## config.mk

```make
export PLATFORM = sky130hd
export DESIGN_NAME = sc_cold_reset
export DESIGN_NICKNAME = d
export VERILOG_FILES = /design/src/rtl/sc_rst_pkg.sv /design/src/rtl/sc_start_bit_detect.sv /design/src/rtl/sc_cycle_counter.sv /design/src/rtl/sc_flag_status.sv /design/src/rtl/sc_cold_reset.sv
export SDC_FILE = /design/constraint.sdc
export NUM_CORES = 1
export LEC_CHECK = 0
export BUFFER_PORTS_ARGS = -buffer_cell sky130_fd_sc_hd__clkbuf_2
export CAP_MARGIN = 10
export CORE_MARGIN = 2
export CORE_UTILIZATION = 50
export DETAILED_ROUTE_END_ITERATION = 12
export GPL_TIMING_DRIVEN = 0
export PLACE_DENSITY = 0.8
export SYNTH_ARGS = -nofsm -noshare
export SYNTH_HDL_FRONTEND = slang
export SYNTH_SLANG_ARGS = --single-unit
```

## constraint.sdc

```tcl
create_clock -name clk -period 3.3 [get_ports clk]
set_input_delay 0.33 -clock clk [delete_from_list [all_inputs] [get_ports clk]]
set_output_delay 0.33 -clock clk [all_outputs]
set_load 0.01 [all_outputs]
```

## src/rtl/sc_rst_pkg.sv

```systemverilog
package sc_rst_pkg;
  localparam int CNT_W = 16;
  localparam int CTL_REQ = 0;
  localparam int CTL_STOP = 1;
  localparam int CTL_IODIS = 2;

  typedef enum logic [1:0] {
    PH_IDLE = 2'd0,
    PH_HOLD = 2'd1,
    PH_LIVE = 2'd2,
    PH_DONE = 2'd3
  } phase_e;

  function automatic logic [CNT_W-1:0] sat_inc(input logic [CNT_W-1:0] v);
    if (v == {CNT_W{1'b1}}) return v;
    return v + 1'b1;
  endfunction

  function automatic logic [CNT_W-1:0] cnt_max();
    return {CNT_W{1'b1}};
  endfunction
endpackage

```

## src/rtl/sc_start_bit_detect.sv

```systemverilog
module sc_start_bit_detect (
  input  logic clk,
  input  logic rst_n,
  input  logic line_in,
  output logic fall
);
  logic s1_q, s2_q, prev_q;

  always_ff @(posedge clk or negedge rst_n) begin
    if (!rst_n) begin
      s1_q   <= 1'b1;
      s2_q   <= 1'b1;
      prev_q <= 1'b1;
    end else begin
      s1_q   <= line_in;
      s2_q   <= s1_q;
      prev_q <= s2_q;
    end
  end

  assign fall = prev_q & ~s2_q;

  AST_FALL_SINGLE: assert property (@(posedge clk) disable iff (!rst_n)
    fall |=> !fall);
endmodule

```

## src/rtl/sc_cycle_counter.sv

```systemverilog
module sc_cycle_counter
  import sc_rst_pkg::*;
#(
  parameter int BLANK_CYC = 200
) (
  input  logic             clk,
  input  logic             rst_n,
  input  logic             cnt_clr,
  input  logic             cnt_inc,
  input  logic             blank_clr,
  input  logic             blank_run,
  input  logic [CNT_W-1:0] cmp_val,
  output logic [CNT_W-1:0] count,
  output logic             cmp_hit,
  output logic             blank_done
);
  localparam int BW = $clog2(BLANK_CYC + 1);
  localparam logic [BW-1:0] BLANK_END = BW'(BLANK_CYC);

  logic [CNT_W-1:0] cnt_q;
  logic [BW-1:0]    blank_q;

  always_ff @(posedge clk or negedge rst_n) begin
    if (!rst_n)       cnt_q <= '0;
    else if (cnt_clr) cnt_q <= '0;
    else if (cnt_inc) cnt_q <= sat_inc(cnt_q);
  end

  always_ff @(posedge clk or negedge rst_n) begin
    if (!rst_n)                               blank_q <= '0;
    else if (blank_clr)                       blank_q <= '0;
    else if (blank_run && blank_q < BLANK_END) blank_q <= blank_q + 1'b1;
  end

  assign count      = cnt_q;
  assign cmp_hit    = (cnt_q == cmp_val);
  assign blank_done = (blank_q >= BLANK_END);

  AST_NO_WRAP: assert property (@(posedge clk) disable iff (!rst_n)
    (cnt_inc && !cnt_clr && cnt_q == cnt_max()) |=> cnt_q == cnt_max());
  AST_BLANK_MONO: assert property (@(posedge clk) disable iff (!rst_n)
    (blank_done && !blank_clr) |=> blank_done);
endmodule

```

## src/rtl/sc_flag_status.sv

```systemverilog
module sc_flag_status (
  input  logic clk,
  input  logic rst_n,
  input  logic set_ok,
  input  logic set_early,
  input  logic rd,
  output logic atr_ok,
  output logic atr_early,
  output logic irq_n
);
  logic ok_q, early_q;

  always_ff @(posedge clk or negedge rst_n) begin
    if (!rst_n) begin
      ok_q    <= 1'b0;
      early_q <= 1'b0;
    end else begin
      ok_q    <= set_ok    | (ok_q    & ~rd);
      early_q <= set_early | (early_q & ~rd);
    end
  end

  assign atr_ok    = ok_q;
  assign atr_early = early_q;
  assign irq_n     = ~(ok_q | early_q);

  AST_READ_CLEARS: assert property (@(posedge clk) disable iff (!rst_n)
    (rd && !set_ok && !set_early) |=> irq_n);
  AST_FLAGS_EXCL: assert property (@(posedge clk) disable iff (!rst_n)
    !(set_ok && set_early));
endmodule

```

## src/rtl/sc_cold_reset.sv

```systemverilog
module sc_cold_reset
  import sc_rst_pkg::*;
#(
  parameter int          BLANK_CYC = 200,
  parameter logic [15:0] CMP_INIT  = 16'd400
) (
  input  logic        clk,
  input  logic        rst_n,
  input  logic        ctl_we,
  input  logic [2:0]  ctl_wdata,
  input  logic        cmp_we,
  input  logic [15:0] cmp_wdata,
  input  logic        vcc_ok,
  input  logic        card_io_in,
  input  logic        status_rd,
  output logic        card_rst,
  output logic        card_clk_en,
  output logic        card_io_en,
  output logic        irq_n,
  output logic        stat_atr_ok,
  output logic        stat_atr_early,
  output logic [15:0] stat_count
);
  phase_e           phase_q, phase_d;
  logic             req_q, stop_q, iodis_q;
  logic [CNT_W-1:0] cmp_q;
  logic             rst_q;

  logic             io_fall, fall_ok;
  logic             cmp_hit, blank_done;
  logic [CNT_W-1:0] count;
  logic             start_ev, release_ev, ok_ev, early_ev, abort_ev;
  logic             cnt_clr, cnt_inc, blank_clr, blank_run;

  always_ff @(posedge clk or negedge rst_n) begin
    if (!rst_n) begin
      req_q   <= 1'b0;
      stop_q  <= 1'b1;
      iodis_q <= 1'b1;
    end else if (ctl_we) begin
      req_q   <= ctl_wdata[CTL_REQ];
      stop_q  <= ctl_wdata[CTL_STOP];
      iodis_q <= ctl_wdata[CTL_IODIS];
    end
  end

  always_ff @(posedge clk or negedge rst_n) begin
    if (!rst_n)      cmp_q <= CMP_INIT;
    else if (cmp_we) cmp_q <= cmp_wdata;
  end

  sc_start_bit_detect u_edge (
    .clk     (clk),
    .rst_n   (rst_n),
    .line_in (card_io_in),
    .fall    (io_fall)
  );

  assign fall_ok    = io_fall & blank_done & ((phase_q == PH_HOLD) | (phase_q == PH_LIVE));
  assign abort_ev   = ~req_q & (phase_q != PH_IDLE);
  assign start_ev   = (phase_q == PH_IDLE) & req_q & vcc_ok;
  assign early_ev   = req_q & fall_ok & (phase_q == PH_HOLD);
  assign ok_ev      = req_q & fall_ok & (phase_q == PH_LIVE);
  assign release_ev = req_q & (phase_q == PH_HOLD) & ~fall_ok & cmp_hit;

  always_comb begin
    phase_d = phase_q;
    if (abort_ev)             phase_d = PH_IDLE;
    else if (start_ev)        phase_d = PH_HOLD;
    else if (early_ev|ok_ev)  phase_d = PH_DONE;
    else if (release_ev)      phase_d = PH_LIVE;
  end

  always_ff @(posedge clk or negedge rst_n) begin
    if (!rst_n) phase_q <= PH_IDLE;
    else        phase_q <= phase_d;
  end

  always_ff @(posedge clk or negedge rst_n) begin
    if (!rst_n)          rst_q <= 1'b0;
    else if (abort_ev)   rst_q <= 1'b0;
    else if (release_ev) rst_q <= 1'b1;
  end

  assign cnt_clr   = (phase_q == PH_IDLE) | abort_ev | release_ev;
  assign cnt_inc   = req_q & ~fall_ok & ((phase_q == PH_HOLD) | (phase_q == PH_LIVE));
  assign blank_clr = (phase_q == PH_IDLE) | abort_ev;
  assign blank_run = (phase_q == PH_HOLD) | (phase_q == PH_LIVE);

  sc_cycle_counter #(.BLANK_CYC(BLANK_CYC)) u_cnt (
    .clk        (clk),
    .rst_n      (rst_n),
    .cnt_clr    (cnt_clr),
    .cnt_inc    (cnt_inc),
    .blank_clr  (blank_clr),
    .blank_run  (blank_run),
    .cmp_val    (cmp_q),
    .count      (count),
    .cmp_hit    (cmp_hit),
    .blank_done (blank_done)
  );

  sc_flag_status u_stat (
    .clk       (clk),
    .rst_n     (rst_n),
    .set_ok    (ok_ev),
    .set_early (early_ev),
    .rd        (status_rd),
    .atr_ok    (stat_atr_ok),
    .atr_early (stat_atr_early),
    .irq_n     (irq_n)
  );

  assign card_rst    = rst_q;
  assign card_clk_en = ~stop_q;
  assign card_io_en  = ~iodis_q;
  assign stat_count  = count;

  AST_WAIT_SUPPLY: assert property (@(posedge clk) disable iff (!rst_n)
    (phase_q == PH_IDLE && !vcc_ok) |=> phase_q == PH_IDLE);
  AST_RELEASE_AT_MATCH: assert property (@(posedge clk) disable iff (!rst_n)
    $rose(card_rst) |-> ($past(cmp_hit) && stat_count == 16'd0));
  AST_BLANK_GUARD: assert property (@(posedge clk) disable iff (!rst_n)
    (phase_q == PH_DONE && $past(phase_q) != PH_DONE) |-> $past(blank_done));
  AST_EARLY_HOLDS_RST: assert property (@(posedge clk) disable iff (!rst_n)
    early_ev |=> (!card_rst && stat_atr_early));
  AST_ABORT_IDLE: assert property (@(posedge clk) disable iff (!rst_n)
    (!req_q && !start_ev) |=> (!card_rst && stat_count == 16'd0));
  AST_DONE_FROZEN: assert property (@(posedge clk) disable iff (!rst_n)
    (phase_q == PH_DONE && req_q) |=> $stable(stat_count));
endmodule

```

Yosys cells after proc, flatten, opt, wreduce, memory -nomap -nowiden
Cells that the tools add are included.
{"block": "word_totals", "ram_bits": 0, "latchBits": 0, "ff_bits": 51, "romBits": 0, "memories": 0, "elab_cells": 74}
{"block": "classes", "bitwise": 30, "div_mod_pow": 0, "shift": 0, "muxes": 14, "addsub": 2, "magnitude_cmp": 2, "n_eq_ne": 5, "reduce_logical": 8, "multipliers": 0}
{"cell": "two-way mux 16 bit", "n": 3}
{"cell": "adder 16 x 1 -> 16 bit (second input constant)", "n": 1}
{"cell": "AND 1 bit", "n": 16}
{"cell": "equality test 16 bit", "n": 1}
{"cell": "equality test 16 bit (second input constant)", "n": 1}
{"cell": "two-way mux 8 bit", "n": 2}
{"cell": "adder 8 x 1 -> 8 bit (second input constant)", "n": 1}
{"cell": "greater-or-equal comparator 8 bit (second input constant)", "n": 1}
{"cell": "< comparator 8 bit (second input constant)", "n": 1}
{"cell": "two-way mux 2 bit", "n": 4}
{"cell": "nonzero test 2 bit", "n": 4}
{"cell": "inverter 1 bit", "n": 7}
{"cell": "bitwise OR 1 bit", "n": 7}
{"cell": "two-way mux 1 bit", "n": 5}
{"cell": "nonzero test 4 bit", "n": 1}
{"cell": "inequality test 3 bit (second input constant)", "n": 1}
{"cell": "equality test 2 x 1 -> 1 bit (second input constant)", "n": 1}
{"cell": "equality test 2 bit (second input constant)", "n": 1}
{"cell": "zero test 2 bit", "n": 1}
{"cell": "AND reduction 2 bit", "n": 1}
{"cell": "logical AND 1 bit", "n": 1}

Longest topological paths before layout
Gate-level depths: netlist (run 1).
{"block": "depth", "word_depth": 12, "depth_mapped": 8, "depth_no_buf": 7}

Hierarchy
From an unflattened synthesis (run 1), not the netlist that was laid out.
{"block": "hier_totals", "cells_unflattened": 234, "hier_area_um2": 2621.3}
{"module": "sc_cycle_counter", "seq_area_each_um2": 600.6, "instances": 1, "cells_each": 155, "area_per_inst_um2": 1505.2}
{"module": "sc_cold_reset", "seq_area_each_um2": 556.8, "instances": 1, "cells_each": 69, "area_per_inst_um2": 950.9}
{"module": "sc_start_bit_detect", "seq_area_each_um2": 78.8, "instances": 1, "cells_each": 4, "area_per_inst_um2": 92.6}
{"module": "sc_flag_status", "seq_area_each_um2": 50.0, "instances": 1, "cells_each": 6, "area_per_inst_um2": 72.6}

Worst setup path after synthesis (run 1)
Ideal clock, no wire load.
{"block": "synth_timing", "path_kind": "register to register", "from": "reg u_cnt.cnt_q[5] (netlist: u_cnt.count[5])", "to": "reg phase_q[0]", "stages_incl_launch_ff": 6, "slack_ns": 1.452, "setup_time_ns": 0.126, "t_required_ns": 3.174, "arrival_ns": 1.722, "path_cell_list": "dfrtp_1 -> xor2_1 -> nor4_4 -> nand3_2 -> o41a_1 -> a311o_1"}
{"block": "synth_via", "elab_chain_len": 3}
{"element": "start, declared", "line_no": "sc_cycle_counter.sv:20", "source": "logic [CNT_W-1:0] cnt_q;"}
{"element": "start signal, assigned", "line_no": "sc_cycle_counter.sv:26", "source": "else if (cnt_inc) cnt_q <= sat_inc(cnt_q);"}
{"element": "equality test 16 bit", "line_no": "sc_cycle_counter.sv:36", "source": "assign cmp_hit = (cnt_q == cmp_val);"}
{"element": "AND 1 bit", "line_no": "sc_cold_reset.sv:64", "source": "assign release_ev = req_q & (phase_q == PH_HOLD) & ~fall_ok & cmp_hit;"}
{"element": "nonzero test 4 bit (no source line)"}
{"element": "end signal, assigned", "line_no": "sc_cold_reset.sv:76", "source": "else phase_q <= phase_d;"}
{"element": "end, declared", "line_no": "sc_cold_reset.sv:24", "source": "phase_e phase_q, phase_d;"}
Every way passes these cells.
A chain may end at the register's enable or synchronous reset.

Final worst setup path (run 1)
{"block": "layout_timing", "from": "reg phase_q[0]", "to": "reg phase_q[1]"}
{"block": "layout_via", "elab_chain_len": 9, "elab_cells_between_ends": 21, "cone_classes": "eq/ne (2); mux (3); bitwise (13); reduce/logical (3)"}
{"element": "equality test 2 x 1 -> 1 bit / equality test 2 bit (equally long branches)"}
{"element": "bitwise OR 1 bit", "line_no": "sc_cold_reset.sv:59", "source": "assign fall_ok = io_fall & blank_done & ((phase_q == PH_HOLD) | (phase_q == PH_LIVE));"}
{"element": "AND 1 bit", "line_no": "sc_cold_reset.sv:59"}
{"element": "AND 1 bit", "line_no": "sc_cold_reset.sv:62, sc_cold_reset.sv:63"}
{"element": "AND 1 bit, on equally long branches", "line_no": "sc_cold_reset.sv:62, sc_cold_reset.sv:63"}
{"element": "bitwise OR 1 bit", "line_no": "sc_cold_reset.sv:70", "source": "else if (early_ev|ok_ev) phase_d = PH_DONE;"}
{"element": "two-way mux 2 bit", "line_no": "sc_cold_reset.sv:70"}
{"element": "two-way mux 2 bit", "line_no": "sc_cold_reset.sv:69", "source": "else if (start_ev) phase_d = PH_HOLD;"}
{"element": "two-way mux 2 bit", "line_no": "sc_cold_reset.sv:68", "source": "if (abort_ev) phase_d = PH_IDLE;"}
Several ways; a longest one is shown, not always the timed one.

==> reports/summary.txt, run 1 <==
outcome - complete, no violations
# port buffers - 46
worst setup margin - 1300 ps
die area - 0.00590 sq mm
core area - 0.00511 sq mm
fmax - 501 MHz
initial DRC count - 184
Final Setup Violations - 0
drt pass-1 iters - 4
Post-CTS Setup Inserts - 0
Die Y - 76.8 um
critical path required time - 3490 ps
worst skew pair latency - 300 ps
Worst R2R Start - phase_q[0]
P_leak - 0.00138 uW
pre-CTS WS - 1320 ps
Tmin final - 2000 ps
Antenna Nets Post-Route - 0
antenna cell count - 0
internal power - 938 uW
WP data arrival - 2190 ps
Die X - 76.8 um
initial antenna violation count - 0
asr flop ratio synth - 100%
CP Launch Point - phase_q[0]
Slew Limit Headroom - 55.1%
grt total ovfl - 0
Sw Ratio - 28.9%
fillers - 441
Seq cells post-synth - 51
synth unique cells - 42
CTS root buffer - clkbuf_8
Pwr per Cell Area - 429 mW/mm^2
Total Wirelength - 5.14 mm
Synth Flop Type - dfrtp_1
crit-path max FO - 8
CTS buffer count - 5
Sw Pwr - 381 uW
area of the mapped netlist - 0.00265 sq mm
CTS tree - built
clock skew - 14.3 ps
Clk pwr share - 25.9%
RSZ-0062 raised after global routing - false
Startpoint Class - register
final hold viol count - 0
# Max-Cap Violations - 0
Total Neg Setup Slack - 0 ps
Least-Margin Pin Slew - 674 ps
Final nets - 327
Sink Count - 51
Post-synth EDFFs - 0
placer congestion estimate - 0.849
hold_buf cts - 0
post-synthesis sequential area ratio - 48.5%
share of layout cells above drive strength 1 - 29.4%
crit end category - register
gr usage total - 18.9%
Initial Utilization - 51.9%
H-Tree Depth - 2
CTS clock-pin slew for the worst setup and hold paths - 90 ps
worst hold path type - in2async
VDD IR max - 0.300 mV
most common cell after layout, fill and taps aside - clkbuf_2
combinational power share - 20.7%
Max Transition Viols Final - 0
Layout area overhead - 16.0%
vias per cell - 5.35
Seq pwr share - 53.4%
vias in the first global route - 1913
largest net degree at the start of global routing - 52
DRC errors left - 0
Post-CTS Resized - 0
Setup CP Type - reg2reg
hold_ws - 52.7 ps
Post-Synthesis Cells - 241
Synth warnings - 0
via count - 1959
most frequent cells in the layout - 45 x clkbuf_2, 43 x dfrtp_1, 29 x nor2_1, 25 x xor2_1, 17 x mux2_2
clk buf depth - 2
Tcrit/Tclk final - 60.5%
hpwl dp - 3.86 mm
synthesized net count - 273
Routed wire per std cell - 14.0 um
syn_area_per_cell - 11.0 sq um
Ports - 48
number of core rows - 26
first-pass GRT wire length - 8.98 mm
[synth_stat cells (2+ instances only)]
library cell / count / share of area (%)
nor3_1: 3 / 0.57
o21a_1: 2 / 0.57
nor4_1: 13 / 3.1
dfstp_2: 8 / 7.9
xor2_1: 25 / 8.3
and4_1: 3 / 0.99
nand2_1: 14 / 2.0
and3_1: 6 / 1.4
nor2_1: 29 / 4.1
xnor2_1: 12 / 4.0
buf_1: 2 / 0.28
inv_1: 10 / 1.4
mux2_2: 17 / 7.2
a22o_1: 2 / 0.66
nand2b_1: 2 / 0.47
ha_1: 6 / 2.8
nand3_1: 6 / 1.1
and2_1: 4 / 0.94
dfrtp_1: 43 / 41
nand3_2: 2 / 0.76
nand4_1: 8 / 1.9
o21ai_0: 2 / 0.38
a21oi_1: 3 / 0.57
[critical path, cell delays in order, from the launching register on]
cell and delay, ps:
dfrtp_1 400, inv_1 80, ha_1 430, nand2_1 110
nor3_1 360, o21a_1 200, nor2_1 40, a221oi_1 280
[per-layer routing]
layer / part of all wire (%) / global-route usage [%]
met2: 48 / 29.9
met5: 0 / 0
met3: 4.7 / 4.35
met1: 46 / 25.3
met4: 1.4 / 6.91
[layout make-up]
class | count | area (sq um) | share of cell area [%]
buffer | 6 | 35.0 | 1.14
clock buffer | 8 | 80.1 | 2.60
inverter | 10 | 37.5 | 1.22
multi-input combinational | 174 | 1290 | 42.0
sequential | 51 | 1290 | 41.8
tap | 70 | 87.6 | 2.85
timing repair buffer | 47 | 258 | 8.38
[flip-flops by register name, summed over array words and instances (netlist names)]
register / flops
u_edge.s1_q: 1
u_edge.prev_q: 1
req_q: 1
u_cnt.blank_q: 8
phase_q: 2
card_rst: 1
stop_q: 1
cmp_q: 16
u_edge.s2_q: 1
iodis_q: 1
u_stat.atr_ok: 1
u_stat.atr_early: 1
u_cnt.count: 16
[power groups by stage]
stage | clock (uW) | sequential (uW) | combinational, uW
detailed placement | 0 | 717 | 269
CTS | 350 | 705 | 271
finish | 341 | 705 | 273
global placement | 0 | 714 | 262
global route | 381 | 711 | 309
floorplan | 0 | 708 | 198
[metrics by stage]
step | power [uW] | std cells | area [sq um] | util (%)
6_report | 1320 | 366 | 3080 | 60.2
5_1_grt | 1400 | 366 | 3080 | 60.2
4_1_cts | 1330 | 365 | 3050 | 59.7
3_5_place_dp | 986 | 357 | 2970 | 58.1
3_3_place_gp | 976 | 357 | 2970 | 58.1
2_1_floorplan | 906 | 241 | 2650 | -
[kinds of logic (layout without fill, tap and decap cells)]
group / after synthesis / in the layout / share of synthesized area (%)
flops: 51 / 51 / 48.5
fa+ha+maj: 6 / 6 / 2.83
buf+inv: 16 / 71 / 2.74
simple gates: 96 / 96 / 19.6
xor+xnor: 37 / 37 / 12.2
compound gates: 17 / 17 / 6.51
mux: 18 / 18 / 7.60
[worst paths after layout]
check / to / slack, ps / cells after the start
max in group asynchronous: u_edge.s1_q / 2620 / 2
hold / removal: u_stat.atr_ok / 50 / 1
min in group clk: u_edge.s1_q / 110 / 1
setup reg to reg: phase_q[1] / 1300 / 7
setup / recovery: phase_q[1] / 1300 / 7
hold reg to reg: u_edge.s2_q / 360 / 0
Note: power is estimated with default switching activity, not from simulation.
==> run 2: changes to the inputs <==
--- a/config.mk
+++ b/config.mk
@@ -11,7 +11,7 @@
 export CORE_UTILIZATION = 50
 export DETAILED_ROUTE_END_ITERATION = 12
 export GPL_TIMING_DRIVEN = 0
-export PLACE_DENSITY = 0.8
+export PLACE_DENSITY = 0.83
 export SYNTH_ARGS = -nofsm -noshare
 export SYNTH_HDL_FRONTEND = slang
 export SYNTH_SLANG_ARGS = --single-unit
==> constraint.sdc (replaced) <==
create_clock -name clk -period 1.7 [get_ports clk]
set_input_delay 0.17 -clock clk [delete_from_list [all_inputs] [get_ports clk]]
set_output_delay 0.17 -clock clk [all_outputs]
set_load 0.01 [all_outputs]
==> run 2 against run 1 <==
The run now ends with setup timing left. Register-to-register slack worse by 1600 ps. Maximum frequency is 2.1% higher. Sequential share of layout area shrank 3.7 points. Clock-buffer cell count stayed put. Clock power increased by 99%. Hold slack improved by 5.8 ps. Non-clock buffer count increased by 17. Cell count is 4.9% higher. Via count up 10%. Critical path type unchanged.
==> reports/summary.txt, run 2 (synthesized netlist as in run 1, its figures left out) <==
H-Tree Depth - 2
Sink Count - 51
most frequent cells in the layout - 45 x clkbuf_2, 31 x dfrtp_1, 28 x nor2_1, 22 x xor2_1, 17 x mux2_2
Final nets - 345
Largest stage delay, worst path - 470 ps
Seq pwr share - 50.2%
VDD IR max - 0.619 mV
crit-path max FO - 5
clk buf depth - 2
via count - 2160
Sw Ratio - 30.3%
grt total ovfl - 0
WP data arrival - 2140 ps
number of core rows - 26
initial antenna violation count - 0
Antenna Nets Post-Route - 0
Total Neg Setup Slack - -3070 ps
Die Y - 76.8 um
Non-Filler Instances - 384
worst hold path type - in2reg
Final Setup Violations - 19
# port buffers - 46
antenna cell count - 0
most common cell after layout, fill and taps aside - clkbuf_2
initial DRC count - 250
vias per cell - 5.63
Setup CP Type - reg2reg
final hold viol count - 0
Slew Limit Headroom - 61.7%
critical path required time - 1890 ps
crit end category - register
# placed instances - 357
CTS tree - built
R2R setup slack - -250 ps
Die X - 76.8 um
Least-Margin Pin Slew - 575 ps
DRC errors left - 0
Tmin final - 1950 ps
Routed wire per std cell - 16.9 um
hpwl dp - 4.03 mm
largest net degree at the start of global routing - 52
CTS root buffer - clkbuf_8
worst skew pair latency - 310 ps
placer congestion estimate - 0.820
worst setup margin - -255 ps
Max Transition Viols Final - 0
CTS buffer count - 5
failing checks - setup timing
worst path cell trace - xor2_1 -> nor4_1 -> and3_1 -> nand4_1 -> a311o_1
Initial Utilization - 51.9%
outcome - complete, but fails checks
Clk pwr share - 24.8%
core area - 0.00511 sq mm
RSZ-0062 raised after global routing - true
CTS clock-pin slew for the worst setup and hold paths - 90 ps
clock skew - 12.3 ps
die area - 0.00590 sq mm
gr usage total - 21.2%
Pwr per Cell Area - 802 mW/mm^2
Ports - 48
first-pass GRT wire length - 9.90 mm
Slowest-stage cell, CP - dfrtp_2
Total Wirelength - 6.50 mm
Layout area overhead - 28.8%
drt pass-1 iters - 5
combinational power share - 25.0%
Power Total - 2740 uW
share of layout cells above drive strength 1 - 45.5%
# Max-Cap Violations - 0
Tcrit/Tclk final - 115%
Sw Pwr - 831 uW
vias in the first global route - 2057
P_leak - 0.00145 uW
Startpoint Class - register
fmax - 512 MHz
internal power - 1910 uW
## run 2: path summary, 6_finish.rpt
check                                start            end  cells after the start
min reg2reg                    u_edge.s1_q    u_edge.s2_q                      0
max                        u_cnt.count[13]     phase_q[0]                      5
max reg2reg                u_cnt.count[13]     phase_q[0]                      5
max in group asynchronous            rst_n       cmp_q[7]                      3
min in group asynchronous            rst_n  u_stat.atr_ok                      2
min                           ctl_wdata[2]        iodis_q                      3
## run 2: area by class of cell
type,count,area (sq um)
fill,375,1690
sequential,51,1300
buffer,6,38.8
multi-input combinational,175,1480
clock buffer,8,80.1
tap,70,87.6
timing repair buffer,64,387
inverter,10,37.5
## run 2: per-stage QoR
step	hold slack, ps	cell area (sq um)	setup WS (ps)	utilization [%]
after floorplan	-126	2710	-100	-
after global placement	258	3030	-207	59.3
after detailed placement	259	3030	-265	59.3
after CTS	55.2	3270	-213	64.1
after global routing	72.3	3420	-302	66.9
final	58.5	3420	-255	66.9
## run 2: routing by layer
layer / global-route usage (%) / up-vias / routed length, um / share of wire [%]
met5: 0 / - / 0 / 0
met4: 9.64 / 0 / 179 / 2.8
met3: 4.24 / 18 / 442 / 6.8
met2: 33.7 / 97 / 3280 / 51
met1: 28.1 / 1046 / 2590 / 40
li1: - / 999 / - / -
## run 2: repair_timing
action | in CTS | in global routing
setup endpoints to repair | 21 | 21
setup buffers | 9 | 6
gates resized for setup | 17 | 19
cloned | 1 | 0
pin swaps | 4 | 12
hold endpoints to repair | 1 | 22
hold buffers | 1 | 1
## run 2: power groups by stage
| stage | Sequential, uW | Combinational, uW | Clock [uW] |
|---|---|---|---|
| 6_report | 1370 | 685 | 679 |
| 5_1_grt | 1390 | 746 | 756 |
| 4_1_cts | 1370 | 599 | 693 |
| 3_5_place_dp | 1390 | 545 | 0 |
| 3_3_place_gp | 1390 | 522 | 0 |
| 2_1_floorplan | 1380 | 397 | 0 |
## run 2: worst max-delay path, delay by kind of cell, from the launching register on
family           cells  cell delay, ps
AO/OA/AOI/OAI        1             410
flip-flops           1             470
AND/OR/NAND/NOR      3             750
XOR/XNOR             1             200
